==> src/rtl/irq_arb_pkg.sv <==
package irq_arb_pkg;
   localparam int ID_W     = 10;
   localparam int IDLE_ID  = 1023;
   localparam int BANKED_N = 32;

   // key: MSB set means "no candidate"; lower bits hold the priority value
   function automatic logic key_less(input logic [15:0] a, input logic [15:0] b);
      return a < b;
   endfunction
endpackage

==> src/rtl/irq_cand_build.sv <==
module irq_cand_build
   import irq_arb_pkg::*;
#(
   parameter int NUM_IRQ = 64,
   parameter int PRIO_W  = 8,
   localparam int KW     = PRIO_W + 1,
   localparam int SHR_N  = NUM_IRQ - BANKED_N
) (
   input  logic [NUM_IRQ-1:0]         en,
   input  logic [NUM_IRQ-1:0]         pend,
   input  logic [BANKED_N*PRIO_W-1:0] prio_own,
   input  logic [SHR_N*PRIO_W-1:0]    prio_shr,
   output logic [NUM_IRQ*KW-1:0]      keys
);
   for (genvar i = 0; i < NUM_IRQ; i++) begin : g_line
      logic [PRIO_W-1:0] p;
      if (i < BANKED_N) begin : g_own
         assign p = prio_own[i*PRIO_W +: PRIO_W];
      end else begin : g_shr
         assign p = prio_shr[(i-BANKED_N)*PRIO_W +: PRIO_W];
      end
      assign keys[i*KW +: KW] = (en[i] && pend[i]) ? {1'b0, p} : {1'b1, {PRIO_W{1'b0}}};
   end
endmodule

==> src/rtl/irq_min_select.sv <==
module irq_min_select
   import irq_arb_pkg::*;
#(
   parameter int N    = 64,
   parameter int KW   = 9,
   parameter bit TREE = 1'b1,
   localparam int LEAVES = 1 << $clog2(N)
) (
   input  logic [N*KW-1:0]  keys,
   output logic [KW-1:0]    best_key,
   output logic [ID_W-1:0]  best_id
);
   if (TREE) begin : g_tree
      logic [KW-1:0]   nk [0:2*LEAVES-2];
      logic [ID_W-1:0] ni [0:2*LEAVES-2];
      for (genvar l = 0; l < LEAVES; l++) begin : g_leaf
         if (l < N) begin : g_real
            assign nk[LEAVES-1+l] = keys[l*KW +: KW];
            assign ni[LEAVES-1+l] = ID_W'(l);
         end else begin : g_pad
            assign nk[LEAVES-1+l] = {1'b1, {(KW-1){1'b0}}};
            assign ni[LEAVES-1+l] = ID_W'(IDLE_ID);
         end
      end
      for (genvar j = 0; j < LEAVES-1; j++) begin : g_node
         // left child holds lower identifiers; right wins only when strictly smaller
         logic take_r;
         assign take_r = nk[2*j+2] < nk[2*j+1];
         assign nk[j]  = take_r ? nk[2*j+2] : nk[2*j+1];
         assign ni[j]  = take_r ? ni[2*j+2] : ni[2*j+1];
      end
      assign best_key = nk[0];
      assign best_id  = ni[0];
   end else begin : g_scan
      always_comb begin
         best_key = {1'b1, {(KW-1){1'b0}}};
         best_id  = ID_W'(IDLE_ID);
         for (int i = 0; i < N; i++) begin
            if (keys[i*KW +: KW] < best_key) begin
               best_key = keys[i*KW +: KW];
               best_id  = ID_W'(i);
            end
         end
      end
   end
endmodule

==> src/rtl/irq_cpu_gate.sv <==
module irq_cpu_gate
   import irq_arb_pkg::*;
#(
   parameter int PRIO_W = 8,
   localparam int KW    = PRIO_W + 1
) (
   input  logic              clk,
   input  logic              rst_n,
   input  logic              dist_en,
   input  logic              if_en,
   input  logic [KW-1:0]     best_key,
   input  logic [ID_W-1:0]   best_id,
   input  logic [PRIO_W-1:0] mask,
   input  logic [KW-1:0]     run,
   output logic              irq_q,
   output logic [ID_W-1:0]   id_q
);
   logic live, shown, irq_d;
   logic [ID_W-1:0] id_d;

   assign live  = dist_en && if_en;
   assign shown = live && (best_key <= {1'b0, mask});
   assign irq_d = shown && (best_key < run);
   assign id_d  = shown ? best_id : ID_W'(IDLE_ID);

   always_ff @(posedge clk or negedge rst_n) begin
      if (!rst_n) begin
         irq_q <= 1'b0;
         id_q  <= ID_W'(IDLE_ID);
      end else begin
         irq_q <= irq_d;
         id_q  <= id_d;
      end
   end

   AST_OFF_SILENT: assert property (@(posedge clk) disable iff (!rst_n)
      !live |=> (!irq_q && id_q == ID_W'(IDLE_ID)));
   AST_EMPTY_IDLE: assert property (@(posedge clk) disable iff (!rst_n)
      best_key[KW-1] |=> (!irq_q && id_q == ID_W'(IDLE_ID)));
   AST_RUN_ZERO_BLOCKS: assert property (@(posedge clk) disable iff (!rst_n)
      (run == '0) |=> !irq_q);
   AST_IRQ_HAS_ID: assert property (@(posedge clk) disable iff (!rst_n)
      irq_q |-> id_q != ID_W'(IDLE_ID));
endmodule

==> src/rtl/irq_prio_arbiter.sv <==
module irq_prio_arbiter
   import irq_arb_pkg::*;
#(
   parameter int NUM_IRQ = 64,
   parameter int NUM_CPU = 2,
   parameter int PRIO_W  = 8,
   parameter bit TREE    = 1'b1,
   localparam int KW     = PRIO_W + 1,
   localparam int SHR_N  = NUM_IRQ - BANKED_N
) (
   input  logic                           clk,
   input  logic                           rst_n,
   input  logic                           dist_en,
   input  logic [NUM_CPU-1:0]             cpu_if_en,
   input  logic [NUM_CPU*NUM_IRQ-1:0]     line_en,
   input  logic [NUM_CPU*NUM_IRQ-1:0]     line_pend,
   input  logic [NUM_CPU*BANKED_N*PRIO_W-1:0] prio_banked,
   input  logic [SHR_N*PRIO_W-1:0]        prio_shared,
   input  logic [NUM_CPU*PRIO_W-1:0]      prio_mask,
   input  logic [NUM_CPU*KW-1:0]          run_prio,
   output logic [NUM_CPU-1:0]             cpu_irq,
   output logic [NUM_CPU*ID_W-1:0]        hp_id
);
   if (NUM_IRQ % BANKED_N != 0 || NUM_IRQ <= BANKED_N || NUM_IRQ > 1020) begin : g_bad_irq
      $error("NUM_IRQ must be a multiple of 32 in 64..1020");
   end
   if (NUM_CPU < 1 || NUM_CPU > 8) begin : g_bad_cpu
      $error("NUM_CPU must be 1..8");
   end

   for (genvar c = 0; c < NUM_CPU; c++) begin : g_cpu
      logic [NUM_IRQ*KW-1:0] keys;
      logic [KW-1:0]         bkey;
      logic [ID_W-1:0]       bid;

      irq_cand_build #(.NUM_IRQ(NUM_IRQ), .PRIO_W(PRIO_W)) u_cand (
         .en       (line_en[c*NUM_IRQ +: NUM_IRQ]),
         .pend     (line_pend[c*NUM_IRQ +: NUM_IRQ]),
         .prio_own (prio_banked[c*BANKED_N*PRIO_W +: BANKED_N*PRIO_W]),
         .prio_shr (prio_shared),
         .keys     (keys)
      );

      irq_min_select #(.N(NUM_IRQ), .KW(KW), .TREE(TREE)) u_sel (
         .keys     (keys),
         .best_key (bkey),
         .best_id  (bid)
      );

      irq_cpu_gate #(.PRIO_W(PRIO_W)) u_gate (
         .clk      (clk),
         .rst_n    (rst_n),
         .dist_en  (dist_en),
         .if_en    (cpu_if_en[c]),
         .best_key (bkey),
         .best_id  (bid),
         .mask     (prio_mask[c*PRIO_W +: PRIO_W]),
         .run      (run_prio[c*KW +: KW]),
         .irq_q    (cpu_irq[c]),
         .id_q     (hp_id[c*ID_W +: ID_W])
      );

      AST_ID_RANGE: assert property (@(posedge clk) disable iff (!rst_n)
         (hp_id[c*ID_W +: ID_W] == ID_W'(IDLE_ID)) || (hp_id[c*ID_W +: ID_W] < ID_W'(NUM_IRQ)));
      AST_ID_ENABLED: assert property (@(posedge clk) disable iff (!rst_n)
         (dist_en && cpu_if_en[c] && bid != ID_W'(IDLE_ID) && bkey <= {1'b0, prio_mask[c*PRIO_W +: PRIO_W]})
         |=> (hp_id[c*ID_W +: ID_W] != ID_W'(IDLE_ID)));
   end
endmodule

==> config.mk <==
export PLATFORM = sky130hd
export DESIGN_NAME = irq_prio_arbiter
export DESIGN_NICKNAME = d
export VERILOG_FILES = /design/src/rtl/irq_arb_pkg.sv /design/src/rtl/irq_cand_build.sv /design/src/rtl/irq_min_select.sv /design/src/rtl/irq_cpu_gate.sv /design/src/rtl/irq_prio_arbiter.sv
export SDC_FILE = /design/constraint.sdc
export NUM_CORES = 2
export LEC_CHECK = 0
export BUFFER_PORTS_ARGS = -buffer_cell sky130_fd_sc_hd__clkbuf_2
export CAP_MARGIN = 30
export CORE_AREA = 5 5 414 416
export DETAILED_ROUTE_END_ITERATION = 12
export DIE_AREA = 0 0 419 421
export GPL_ROUTABILITY_DRIVEN = 0
export SYNTH_ARGS = -nofsm -noshare
export SYNTH_HDL_FRONTEND = slang
export SYNTH_SLANG_ARGS = --single-unit
export TNS_END_PERCENT = 100
==> constraint.sdc <==
create_clock -name clk -period 1 [get_ports clk]
set_clock_uncertainty 0.2 [all_clocks]
set_input_delay 0.2 -clock clk [delete_from_list [all_inputs] [get_ports clk]]
set_output_delay 0.2 -clock clk [all_outputs]
set_load 0.01 [all_outputs]
==> run_results.csv <==
group,metric,value,unit
sta,maxSlewHeadroom,47.9,%
clocking,htreeDepth,1,
sta,hold_viol_final,0,
yosys,synthSimpleGateAreaFrac,28.4,%
yosys,syn_avg_cell_area,6.49,um2
routing,drt_pass1_iterations,10,
placement,dp_hpwl,225000,um
status,violations,"setup timing",
yosys,yosysUniqueCellTypes,113,
routing,antenna_left,0,
critical_path,critPathLaunchType,"input port",
cells_and_area,final_nets,13227,
cells_and_area,area_growth,76.8,%
critical_path,critPathKind,"input port to register",
yosys,synth_compound_area_share,30.1,%
clocking,clkSinkCount,16,
global_route,grt_pass1_vias,70497,
floorplanning,core,0.167,mm2
sta,fin_crit,13.55,ns
yosys,syn-cell-area,0.0460,mm2
global_route,antenna_found_initial,66,
floorplanning,die-area,0.176,mm2
yosys,yosysTopAreaCellShare,24.1,%
sta,tightest_slew,0.773,ns
clocking,clk_pin_slew,0.05,ns
sta,finalCritPeriodShare,1360,%
cells_and_area,fillers,16161,
routing,wl_per_cell,18.9,um
power_and_ir_drop,ir_worst_vdd,0.00501,V
floorplanning,num_io_pins,1085,
global_route,grt_remaining_overflow,0,
routing,wl,255000,um
cells_and_area,final_layout_size_suffix_gt1_share,45.1,%
clocking,cts_max_path_buffers,2,
yosys,synth.mux.area_fraction,8.93,%
routing,via_per_inst,5.25,
critical_path,worstPathRequired,0.95,ns
global_route,grtUsageTotal,26.7,%
clocking,cts_tree,"built",
yosys,yosysWarnings,0,
critical_path,critPathCaptureType,"register",
yosys,synth.area.top_cells,"ha_1, nand2_1, o21ai_0",
cells_and_area,fin_area,0.0813,mm2
yosys,yosys.area_share.adder,24.3,%
floorplanning,initial_core_util,27.6,%
clocking,root_buffer,"clkbuf_16",
min_path,hold_class,"input port to register",
placement,postPlaceCellArea,0.0777,mm2
critical_path,crit_path_max_incr_delay,0.38,ns
yosys,yosysTopAreaCell,"ha_1",
power_and_ir_drop,leakage,44.4,nW
yosys,synth_top_family_by_area,"compound AO/OA/AOI/OAI gates",
power_and_ir_drop,power.density,3590,mW/mm2
floorplanning,die_h,421,um
yosys,syn_nets,9029,
yosys,synthCells,7082,
global_route,grt_max_degree,17,
floorplanning,fp.dieW,419,um
run,maxCapViolations,0,
routing,drt_iter0_markers,4829,
sta,clock.fmax,0.0738,GHz
yosys,seq_area_frac_synth,0.909,%
critical_path,path_common_cell,"a21o_1",
yosys,synthFlopType,"dfstp_2",
yosys,synth_edf_count,0,
sta,final-setup-viol-count,38,
sta,drv_slew,0,
status,status,"complete, but fails checks",
sta,hold_ws,0.229,ns
yosys,ys_async_sr_fraction,100,%
critical_path,critical_path.slowest_cell,"a211oi_4",
yosys,synth_xor_area_share,0.152,%
routing,route.detailed.drc,0,
routing,vias,70965,
sta,finalWorstSetupSlack,-12.55,ns
critical_path,crit_fanout,7,
sta,rsz0062_at_grt,"true",
global_route,grt_pass1_wl,381000,um
yosys,ys_seq_elements,16,
floorplanning,num_rows,150,
placement,place.port_buffers,1084,
clocking,cts_made_buffers,3,
critical_path,crit_arrival,13.50,ns
[registers in the layout, indices dropped and copies added, names as in the netlist]
| register | cells |
|---|---|
| g_cpu.u_gate.id_q | 14 |
| g_cpu.u_gate.irq_q | 2 |
[final timing paths]
path	startpoint	endpoint	slack, ns	cells past startpoint
worst max-delay path	line_en[109]	g_cpu[1].u_gate.id_q[0]	-12.55	95
worst min-delay path	run_prio[9]	g_cpu[1].u_gate.irq_q	0.23	4
max in group asynchronous	rst_n	g_cpu[0].u_gate.id_q[2]	0	3
min in group asynchronous	rst_n	g_cpu[1].u_gate.irq_q	0.38	3
[through the flow]
step / utilization [%] / total power (W) / setup WS [ns] / cells / setup TNS [ns]
finish: 48.7 / 0.292 / -12.55 / 13517 / -207.65
floorplan: - / 0.134 / -12.74 / 7082 / -200.01
CTS: 47.9 / 0.282 / -12.18 / 13437 / -202.06
global route: 48.7 / 0.305 / -13.37 / 13510 / -220.25
global placement: 46.6 / 0.245 / -13.11 / 13306 / -211.55
detailed placement: 46.6 / 0.247 / -13.57 / 13307 / -216.85
[timing repair]
item / 4_1_cts / 5_1_grt
pin swaps: 108 / 127
hold buffers: 1 / 0
setup buffers: 122 / 44
endpoints found under the hold margin: 16 / 0
gates resized for setup: 322 / 224
endpoints found under the setup margin: 38 / 38
gates cloned: 6 / 2
[kinds of logic (layout without fill, tap and decap cells)]
family / after synthesis / in the layout
adders and majority gates: 896 / 896
xor gates and xnor gates: 8 / 8
AOI/OAI and AO/OA: 2158 / 2161
buffers and inverters: 861 / 5052
DFF: 16 / 16
and+or+nand+nor: 2756 / 2758
other: 0 / 35
muxes: 387 / 387
[final cells by class]
type	instances	area [um2]	share of cell area (%)
sequential	16	419	0.515
antenna	35	87.6	0.108
multi-input combinational	6210	44500	54.7
inverter	585	2210	2.71
tap	2204	2760	3.39
clock buffer	3	75.1	0.0923
timing repair buffer	4464	31300	38.5
[cell usage after synthesis, types with 143 or more instances]
cell type and n:
and2_1 143, nand2_1 1111, inv_1 580, ha_1 884, and3_1 316, clkbuf_1 234
mux2i_1 225, mux2_2 158, a21oi_1 541, o21ai_0 630, nor2_1 438, a21o_1 204
nand3_1 329
[cell usage in the layout, fill, tap and decap left out, types with 51 or more instances in the layout]
cell      instances
mux2i_1         201
clkbuf_2       1055
a21oi_1         481
and2_1          118
a21oi_2          51
nand2_1        1089
nand4_1         102
and3_1          307
a21o_1          203
o21a_1           79
ha_1            841
nand2b_1         73
o21ai_1          94
mux2_2          146
o211ai_1         53
nand3_1         326
a31oi_1          96
buf_4          3341
nor2b_1          62
a211oi_1         58
o21ai_0         515
nor2_1          428
inv_1           564
[per-layer routing]
metal | vias to the layer above | share of wire (%) | GRT usage (%)
met5 | - | 0.11 | 0
met4 | 44 | 6.6 | 14.3
met3 | 830 | 7.2 | 4.72
met2 | 2656 | 47 | 46.9
met1 | 33039 | 39 | 30.8
li1 | 34396 | - | -
[critical path, delay by kind of cell]
kind / cells / cell delay (ns)
muxes: 2 / 0.57
adders and majority gates: 7 / 1.68
buffers and inverters: 5 / 0.43
AOI/OAI and AO/OA: 51 / 7.54
and+or+nand+nor: 30 / 3.09
[where the power goes]
part	switching [W]	internal, W	total (W)	leakage, nW
Combinational	0.139	0.151	0.290	44.2
Clock	0.000246	0.000525	0.000771	0.0372
Sequential	0.0000838	0.000815	0.000899	0.173
No activity file was read; power rests on OpenSTA's default activity.
